`src/rtl/mwr_pkg.sv`:
```
package mwr_pkg;

  // Power-up content of base word idx; callers truncate to their width.
  function automatic logic [63:0] seed_word(input int idx);
    return 64'(idx * 41 + 23);
  endfunction

endpackage

```
`src/rtl/mwr_array.sv`:
```
module mwr_array #(
  parameter int BASE_W  = 8,
  parameter int ADDR_W  = 4,
  parameter int WR_LOG2 = 1,
  parameter int RD_LOG2 = 0
) (
  input  logic                          clk,
  input  logic [ADDR_W-1:0]             wr_addr,
  input  logic [(BASE_W<<WR_LOG2)-1:0]  wr_data,
  input  logic [(BASE_W<<WR_LOG2)-1:0]  wr_be,
  input  logic [ADDR_W-1:0]             rd_addr,
  output logic [(BASE_W<<RD_LOG2)-1:0]  rd_word
);
  import mwr_pkg::*;

  localparam int DEPTH = 1 << ADDR_W;
  localparam int WR_N  = 1 << WR_LOG2;
  localparam int RD_N  = 1 << RD_LOG2;
  localparam logic [ADDR_W-1:0] WR_LOW = ADDR_W'(WR_N - 1);
  localparam logic [ADDR_W-1:0] RD_LOW = ADDR_W'(RD_N - 1);

  logic [BASE_W-1:0] mem [DEPTH];
  logic [ADDR_W-1:0] wr_base;
  logic [ADDR_W-1:0] rd_base;

  assign wr_base = wr_addr & ~WR_LOW;
  assign rd_base = rd_addr & ~RD_LOW;

  initial begin
    for (int i = 0; i < DEPTH; i++) begin
      mem[i] = BASE_W'(seed_word(i));
    end
  end

  // Per-bit masked write, one base word per write sub-word.
  always_ff @(posedge clk) begin
    for (int w = 0; w < WR_N; w++) begin
      for (int b = 0; b < BASE_W; b++) begin
        if (wr_be[w*BASE_W + b]) begin
          mem[wr_base | ADDR_W'(w)][b] <= wr_data[w*BASE_W + b];
        end
      end
    end
  end

  for (genvar r = 0; r < RD_N; r++) begin : g_rd
    assign rd_word[r*BASE_W +: BASE_W] = mem[rd_base | ADDR_W'(r)];
  end

endmodule

```
`src/rtl/mwr_bypass.sv`:
```
module mwr_bypass #(
  parameter int BASE_W  = 8,
  parameter int ADDR_W  = 4,
  parameter int WR_LOG2 = 1,
  parameter int RD_LOG2 = 0
) (
  input  logic [ADDR_W-1:0]             wr_addr,
  input  logic [(BASE_W<<WR_LOG2)-1:0]  wr_data,
  input  logic [(BASE_W<<WR_LOG2)-1:0]  wr_be,
  input  logic [ADDR_W-1:0]             rd_addr,
  output logic [(BASE_W<<RD_LOG2)-1:0]  fwd_mask,
  output logic [(BASE_W<<RD_LOG2)-1:0]  fwd_data
);
  localparam int WR_N = 1 << WR_LOG2;
  localparam int RD_N = 1 << RD_LOG2;
  localparam logic [ADDR_W-1:0] WR_LOW = ADDR_W'(WR_N - 1);
  localparam logic [ADDR_W-1:0] RD_LOW = ADDR_W'(RD_N - 1);

  logic [ADDR_W-1:0] wr_base;
  logic [ADDR_W-1:0] rd_base;

  assign wr_base = wr_addr & ~WR_LOW;
  assign rd_base = rd_addr & ~RD_LOW;

  // Compare every read base word against every written base word.
  always_comb begin
    fwd_mask = '0;
    fwd_data = '0;
    for (int r = 0; r < RD_N; r++) begin
      for (int w = 0; w < WR_N; w++) begin
        if ((rd_base | ADDR_W'(r)) == (wr_base | ADDR_W'(w))) begin
          fwd_mask[r*BASE_W +: BASE_W] = wr_be[w*BASE_W +: BASE_W];
          fwd_data[r*BASE_W +: BASE_W] = wr_data[w*BASE_W +: BASE_W]
                                       & wr_be[w*BASE_W +: BASE_W];
        end
      end
    end
  end

endmodule

```
`src/rtl/mwr_rdreg.sv`:
```
module mwr_rdreg #(
  parameter int          W             = 8,
  parameter logic [W-1:0] RD_INIT      = '0,
  parameter logic [W-1:0] ARST_VAL     = '0,
  parameter logic [W-1:0] SRST_VAL     = '0,
  parameter bit          SRST_NEEDS_EN = 1'b1
) (
  input  logic         clk,
  input  logic         arst,
  input  logic         srst,
  input  logic         en,
  input  logic [W-1:0] arr_data,
  input  logic [W-1:0] fmask,
  input  logic [W-1:0] fdata,
  output logic [W-1:0] q
);
  logic [W-1:0] q_r = RD_INIT;
  logic [W-1:0] merged;

  assign merged = (arr_data & ~fmask) | (fdata & fmask);
  assign q      = q_r;

  if (SRST_NEEDS_EN) begin : g_srst_gated
    always_ff @(posedge clk or posedge arst) begin
      if (arst)     q_r <= ARST_VAL;
      else if (en)  q_r <= srst ? SRST_VAL : merged;
    end
  end else begin : g_srst_over
    always_ff @(posedge clk or posedge arst) begin
      if (arst)      q_r <= ARST_VAL;
      else if (srst) q_r <= SRST_VAL;
      else if (en)   q_r <= merged;
    end
  end

endmodule

```
`src/rtl/mixwidth_bypass_ram.sv`:
```
module mixwidth_bypass_ram #(
  parameter int BASE_W  = 8,
  parameter int ADDR_W  = 4,
  parameter int WR_LOG2 = 1,
  parameter int RD_LOG2 = 0,
  parameter logic [(BASE_W<<RD_LOG2)-1:0] RD_INIT  = '0,
  parameter logic [(BASE_W<<RD_LOG2)-1:0] ARST_VAL = '0,
  parameter logic [(BASE_W<<RD_LOG2)-1:0] SRST_VAL = '0,
  parameter bit SRST_NEEDS_EN = 1'b1
) (
  input  logic                          clk,
  input  logic [ADDR_W-1:0]             wr_addr,
  input  logic [(BASE_W<<WR_LOG2)-1:0]  wr_data,
  input  logic [(BASE_W<<WR_LOG2)-1:0]  wr_be,
  input  logic [ADDR_W-1:0]             rd_addr,
  input  logic                          rd_en,
  input  logic                          rd_srst,
  input  logic                          rd_arst,
  output logic [(BASE_W<<RD_LOG2)-1:0]  rd_q
);
  localparam int RD_W = BASE_W << RD_LOG2;

  logic [RD_W-1:0] arr_data;
  logic [RD_W-1:0] fwd_mask;
  logic [RD_W-1:0] fwd_data;

  mwr_array #(
    .BASE_W(BASE_W), .ADDR_W(ADDR_W), .WR_LOG2(WR_LOG2), .RD_LOG2(RD_LOG2)
  ) u_array (
    .clk(clk), .wr_addr(wr_addr), .wr_data(wr_data), .wr_be(wr_be),
    .rd_addr(rd_addr), .rd_word(arr_data)
  );

  mwr_bypass #(
    .BASE_W(BASE_W), .ADDR_W(ADDR_W), .WR_LOG2(WR_LOG2), .RD_LOG2(RD_LOG2)
  ) u_bypass (
    .wr_addr(wr_addr), .wr_data(wr_data), .wr_be(wr_be),
    .rd_addr(rd_addr), .fwd_mask(fwd_mask), .fwd_data(fwd_data)
  );

  mwr_rdreg #(
    .W(RD_W), .RD_INIT(RD_INIT), .ARST_VAL(ARST_VAL),
    .SRST_VAL(SRST_VAL), .SRST_NEEDS_EN(SRST_NEEDS_EN)
  ) u_rdreg (
    .clk(clk), .arst(rd_arst), .srst(rd_srst), .en(rd_en),
    .arr_data(arr_data), .fmask(fwd_mask), .fdata(fwd_data), .q(rd_q)
  );

endmodule

```
`config.mk`:
```
export PLATFORM = sky130hd
export DESIGN_NAME = mixwidth_bypass_ram
export DESIGN_NICKNAME = d
export VERILOG_FILES = /design/src/rtl/mwr_pkg.sv /design/src/rtl/mwr_array.sv /design/src/rtl/mwr_bypass.sv /design/src/rtl/mwr_rdreg.sv /design/src/rtl/mixwidth_bypass_ram.sv
export SDC_FILE = /design/constraint.sdc
export NUM_CORES = 1
export LEC_CHECK = 0
export ABC_AREA = 1
export BUFFER_PORTS_ARGS = -buffer_cell sky130_fd_sc_hd__buf_4
export CORE_UTILIZATION = 45
export DETAILED_ROUTE_END_ITERATION = 10
export GPL_ROUTABILITY_DRIVEN = 0
export PLACE_DENSITY = 0.65
export SETUP_SLACK_MARGIN = 0.02
export SKIP_LAST_GASP = 1
export SLEW_MARGIN = 20
export SYNTH_ARGS = -nofsm -noshare
export SYNTH_HDL_FRONTEND = slang
export SYNTH_SLANG_ARGS = --single-unit
```
`constraint.sdc`:
```
create_clock -name clk -period 0.95 [get_ports clk]
set_input_delay 0.0475 -clock clk [delete_from_list [all_inputs] [get_ports clk]]
set_output_delay 0.0475 -clock clk [all_outputs]
set_load 0.03 [all_outputs]
```
==> metrics, run 1 <==
outcome finished with violations; violated checks setup timing; Pre-Repair DR Iteration Count 5; clk root buf clkbuf_16; leak pwr roughly 3.4 nW; drt drc 0; Placed Instance Area 0.00726 sq mm; # rows between 40 and 50; Synth Cell Area between 0.006 and 0.007 sq mm; starting DRC count in detailed routing approximately 440; RR Startpoint u_array.mem[5][4]; wire per inst around 18 microns; worst min path class in -> reg; chip width approximately 120 microns; Pwr per Cell Area roughly 1900 mW/mm^2; sink count of the clock tree 136; yosys warns 0; R2R Path End u_rdreg.q[4]; critical path's top delay family simple AND/OR/NAND/NOR gates; Pint between 10 and 15 mW; max incr delay on CP around 0.38 ns; Register Area between 0.004 and 0.005 sq mm; Setup WS post-layout -0.123 ns; Critical-path top delay cell edfxtp_1; CP cell instances nand2_1 > nand3_1 > nand3_1 > nand3_2 > nand2_2 > nand2_2 > nand3_2 > nand2_1; Final Hold Fails 0; Worst setup SP type flop; clock power share 43.7%; port bufs 50; Vias/cell between 5 and 6; Critical Path End u_rdreg.q[4]; path length in cells of the critical path 8; htree depth 4; Starting Density between 40% and 50%; Switch Pwr between 3 and 4 mW; CTS max path bufs 2; Sw Ratio around 23%; register area share after synthesis approximately 63%; crit path time final around 1.1 ns; Die Height between 100 and 150 microns; GR Layer Usage met3 under 10%; RSZ-0062 raised after global routing yes; synthesized instance count approximately 680; combinational power share around 11%; critical path type reg -> reg; busiest grt layer met2; Final Max Slew Viols 0; design area ~0.0082 sq mm; area grow syn2layout 28.5%; FF+latch count, synth 136; fill count about 1200; post-synth net total between 700 and 800; Seq pwr share between 40% and 50%; Synth Area per Inst approximately 9.4 sq um; gr ovfl total 0; Worst Skew between 0.004 and 0.005 ns; Routed Antenna Nets 0; CTS Buf Count 17; CP Capture Type flop; M2 GR Usage between 40 and 50%; Yosys cell types 18; Max IR drop VDD ~1.2 mV; FF-to-FF setup slack -0.12 ns; CP Max Fanout 1; number of max-cap violations 0; worst-skew pair later-pin latency approximately 0.42 ns; final hold slack 0.0297 ns; Rel. slew slack about three quarters; Power, Total 15.3 mW; number of vias in the routed layout about 5300; Die Area 0.0147 sq mm; pin count of the biggest net entering global routing 39; Worst Path Buf+Inv 0; WP data arrival 1.39 ns; Ant. Diodes 0; Slew @ Worst Pin 0.357 ns; first-pass GRT wire length approximately 28 mm; CP startpoint u_array.mem[5][4]; cells on worst reg2reg path 8; CORE AREA 0.0139 sq mm; dpl ws -0.306 ns; CP required between 1 and 1.5 ns; initial antenna violation count 0; clock-pin transition on the worst setup and hold timing paths ~0.06 ns; post-DP HPWL approximately 12 mm; Post-layout nets between 800 and 900; met1 usage 32.1%; CTS tree yes; Top-Level Pins 52; fin crit share 113%; GRT Resource Usage Total between 20 and 30%; final WL 17.9 mm; FMAX 0.932 GHz; endpoints failing setup 16; multi-input logic area 0.00221 sq mm; number of global-route vias before repair ~5400; share of layout cells above drive strength 1 22.7%
[cells by family after synthesis]
family / after synthesis / share of synthesized area, %
buffers and inverters: 69 / 5.09
flip-flops: 136 / 63.1
AND/OR/NAND/NOR: 478 / 31.9
[layer usage]
layer  part of all wire, %  up-vias
li1                      -     2499
met1                    41     2583
met2                    50      223
met3                   6.3       29
met4                   2.1        0
met5                     0        -
[layout make-up]
class,instances,share of cell area (%)
repair buffers,118,12.5
inverters,34,1.70
well taps,180,2.73
multi-input cells,478,26.8
clock buffers,19,5.25
clock inverters,12,1.91
flip-flops and latches,136,49.1
[placed cells by master (no fill, tap or decap), drive strengths merged]
master / n
bufinv: 4
clkinv: 9
clkbuf: 19
inv: 32
edfxtp: 128
nand2: 186
nand4: 8
nor2: 131
nand3: 153
buf: 101
clkinvlp: 1
dfrtp: 8
dlygate4sd3: 17
[Yosys cell counts, drive strengths merged]
master | number | area, sq um
nand4 | 8 | 50.1
inv | 32 | 123
buf | 16 | 120
dfrtp | 8 | 200
clkinv | 2 | 12.5
edfxtp | 128 | 3840
nor2 | 131 | 507
clkbuf | 19 | 71.3
nand2 | 186 | 716
nand3 | 153 | 771
[worst min path at each step]
stage | from | to | depth (start not counted)
3_5_place_dp | rd_arst | u_rdreg.q[7] | 2
3_3_place_gp | rd_arst | u_rdreg.q[7] | 2
6_report | wr_be[14] | u_rdreg.q[6] | 5
4_1_cts | wr_be[14] | u_rdreg.q[6] | 5
5_1_grt | rd_srst | u_rdreg.q[4] | 5
2_1_floorplan | rd_arst | u_rdreg.q[0] | 1
[power groups by stage]
stage | Sequential, mW | Clock (mW) | Combinational, mW
2_1_floorplan | 7.04 | 0 | 0.759
3_3_place_gp | 6.98 | 0 | 1.52
3_5_place_dp | 6.99 | 0 | 1.55
4_1_cts | 6.88 | 6.74 | 1.66
5_1_grt | 6.89 | 6.99 | 1.90
6_report | 6.88 | 6.71 | 1.75
[metrics by stage]
stage          setup TNS (ns)  utilization (%)  cells
2_1_floorplan          -0.835                -    683
3_3_place_gp           -18.34             52.3    925
3_5_place_dp           -20.90             52.3    925
4_1_cts                 -1.61             58.2    974
5_1_grt                 -2.26             59.4    977
6_report                -1.49             59.4    977
[flip-flops by register name (all words and copies together), names as in the netlist]
name,count
u_array.mem,128
u_rdreg.q,8
[what timing repair did]
item,in CTS,in global routing
hold endpoints to repair,136,0
pin swaps,30,59
setup buffers,1,3
hold buffers,17,0
gates cloned,0,0
endpoints found under the setup margin,16,16
resized for setup,12,33
[worst reg2reg max path, cell delays in order, from the launching register on]
cell and delay [ns]:
edfxtp_1 0.38, nand2_1 0.09, nand3_1 0.07, nand3_1 0.10, nand3_2 0.09, nand2_2 0.08, nand2_2 0.06, nand3_2 0.05
nand2_1 0.04
No activity file was read; power rests on OpenSTA's default activity.
==> run 2, diff against run 1 <==
- TNS_END_PERCENT: default -> 1
==> metrics, run 2 (synthesis gave the netlist of run 1 again) <==
drt drc 0 (unchanged); Switch Pwr 3.37 mW (-5.4%); FMAX 0.927 GHz (-0.53%); number of global-route vias before repair 5197 (-3.3%); Pint 10.9 mW (-7.4%); post-DP HPWL 11.8 mm (about the same); Placed Instance Area 0.00728 sq mm (+0.31%); violated checks setup timing; leak pwr 3.26 nW (-3.2%); most frequent cells in the layout nand2_1 (177), nand3_1 (152), nor2_1 (129); Top-Level Pins 52 (unchanged); Vias/cell 5.45 (-0.19%); fin crit share 114% (+0.60 points); CORE AREA 0.0139 sq mm (unchanged); Worst setup SP type flop; RSZ-0062 raised after global routing yes; Biggest register u_array.mem; number of max-cap violations 0 (unchanged); Seq pwr share 48.2% (+3.4 points); gr ovfl total 0 (unchanged); # rows 43 (unchanged); design area 0.00798 sq mm (-3.1%); pin count of the biggest net entering global routing 41 (+5.1%); cells on worst reg2reg path 8 (unchanged); Pwr per Cell Area 1790 mW/mm^2 (-3.9%); dpl ws -0.334 ns (-0.0280 ns); Worst Path Buf+Inv 0 (unchanged); max incr delay on CP 0.37 ns (about the same); Max IR drop VDD 1.16 mV (-1.8%); critical path's top delay family simple AND/OR/NAND/NOR gates; Pre-Repair DR Iteration Count 5 (unchanged); Die Height 121 microns (unchanged); Routed Antenna Nets 0 (unchanged); critical path type reg -> reg; Rel. slew slack 76.8% (+0.61 points); port bufs 50 (unchanged); CP required 1.26 ns (about the same); share of layout cells above drive strength 1 16.7% (-6.0 points); path length in cells of the critical path 8 (unchanged); GRT Resource Usage Total 25.6% (-0.061 points); Ant. Diodes 0 (unchanged); Setup WS post-layout -0.129 ns (-0.00567 ns); CP cell instances nand2_1 > nand3_1 > nand3_1 > nand3_1 > nand2_1 > nand2_1 > nand3_1 > nand2_1; htree depth 4 (unchanged); WHS Path Cells 5 (unchanged); sink count of the clock tree 136 (unchanged); Starting Density 46.2% (unchanged); most common cell after layout, fill and taps aside nand2_1; endpoints failing setup 16 (unchanged); clock power share 40.2% (-3.5 points); worst min path class in -> reg; CP Capture Type flop; fill count 1227 (+0.74%); first-pass GRT wire length 27.6 mm (-0.47%); starting DRC count in detailed routing 487 (+10%); CTS Buf Count 17 (unchanged); Critical-path top delay cell edfxtp_1; Slew @ Worst Pin 0.348 ns (-0.00918 ns); CP Max Fanout 1 (unchanged); CTS tree yes; Final Hold Fails 0 (unchanged); Final Max Slew Viols 0 (unchanged); combinational power share 11.6% (+0.2 points); number of vias in the routed layout 5291 (-0.81%); WP data arrival 1.39 ns (about the same); Die Area 0.0147 sq mm (unchanged); multi-input logic area 0.00205 sq mm (-7.1%); setup TNS -1.55 ns (-0.0623 ns); Worst Skew 0.00572 ns (+0.000816 ns); Post-layout nets 824 (-0.60%); area grow syn2layout 24.4%; final WL 17.4 mm (-2.6%); Largest register FFs 128 (unchanged); crit path time final 1.08 ns (+0.00568 ns); Register Area 0.00404 sq mm (unchanged); worst-skew pair later-pin latency 0.42 ns (about the same); outcome finished with violations; initial antenna violation count 0 (unchanged); clock-pin transition on the worst setup and hold timing paths 0.05 ns (about the same); CTS max path bufs 2 (unchanged); Sw Ratio 23.6% (+0.39 points); chip width 121 microns (unchanged); clk root buf clkbuf_16; wire per inst 18.0 microns (-2.0%)
-- run 2: cell types whose count changed in the layout (fill, tap and decap cells not counted), sizes merged --
cell      previous run  this run
clkinvlp             1         0
clkbuf              19        21
clkinv               9        10
buf                101        96
bufinv               4         1
-- run 2: path summary, 6_finish.rpt --
check | from | to | slack [ns]
worst max-delay path | u_array.mem[1][0] | u_rdreg.q[0] | -0.13
worst min-delay path | wr_be[13] | u_rdreg.q[5] | 0.03
worst max register to register | u_array.mem[1][0] | u_rdreg.q[0] | -0.13
worst min register to register | u_rdreg.q[0] | u_rdreg.q[0] | 0.51
max in group asynchronous | rd_arst | u_rdreg.q[7] | 0.54
min in group asynchronous | rd_arst | u_rdreg.q[0] | 0.15
-- run 2: per-layer routing --
layer,up-vias,global-route usage (%),share of wire (%)
met1,2553,33.9,42
met2,219,41.5,49
met4,0,10.2,2.2
li1,2494,-,-
met5,-,0,0
met3,25,4.89,6.8
-- run 2: per-stage QoR --
stage	instances	utilization, %	hold slack, ns	total power, mW
2_1_floorplan	683	-	-0.137	7.80
3_3_place_gp	923	52.5	0.0538	8.52
3_5_place_dp	923	52.5	0.0427	8.56
4_1_cts	971	57.5	0.0238	14.3
5_1_grt	971	57.5	0.0674	14.8
6_report	971	57.5	0.0340	14.3
-- run 2: area by class of cell --
| class | instances | share of cell area, % |
|---|---|---|
| Sequential cell | 136 | 50.7 |
| Tap cell | 180 | 2.82 |
| Timing Repair Buffer | 113 | 12.8 |
| Multi-Input combinational cell | 478 | 25.7 |
| Inverter | 34 | 1.76 |
| Clock inverter | 9 | 0.753 |
| Clock buffer | 21 | 5.52 |
-- run 2: worst reg2reg max path, stage by stage, from the launching register on --
cell      delay [ns]
edfxtp_1        0.37
nand2_1         0.08
nand3_1         0.09
nand3_1         0.08
nand3_1         0.08
nand2_1         0.09
nand2_1         0.06
nand3_1         0.07
nand2_1         0.05
-- run 2: what timing repair did --
action,in CTS,in global routing
hold buffers,17,0
endpoints found under the hold margin,136,0
pin swaps,2,5
buffers inserted,1,0
setup endpoints to repair,16,16
resized for setup,5,0
-- run 2: power by group through the flow --
stage          clock network, mW  registers (mW)  logic [mW]
2_1_floorplan                  0            7.04       0.755
6_report                    5.74            6.88        1.65
4_1_cts                     5.80            6.88        1.65
3_5_place_dp                   0            7.00        1.56
5_1_grt                     6.06            6.89        1.80
3_3_place_gp                   0            6.99        1.53
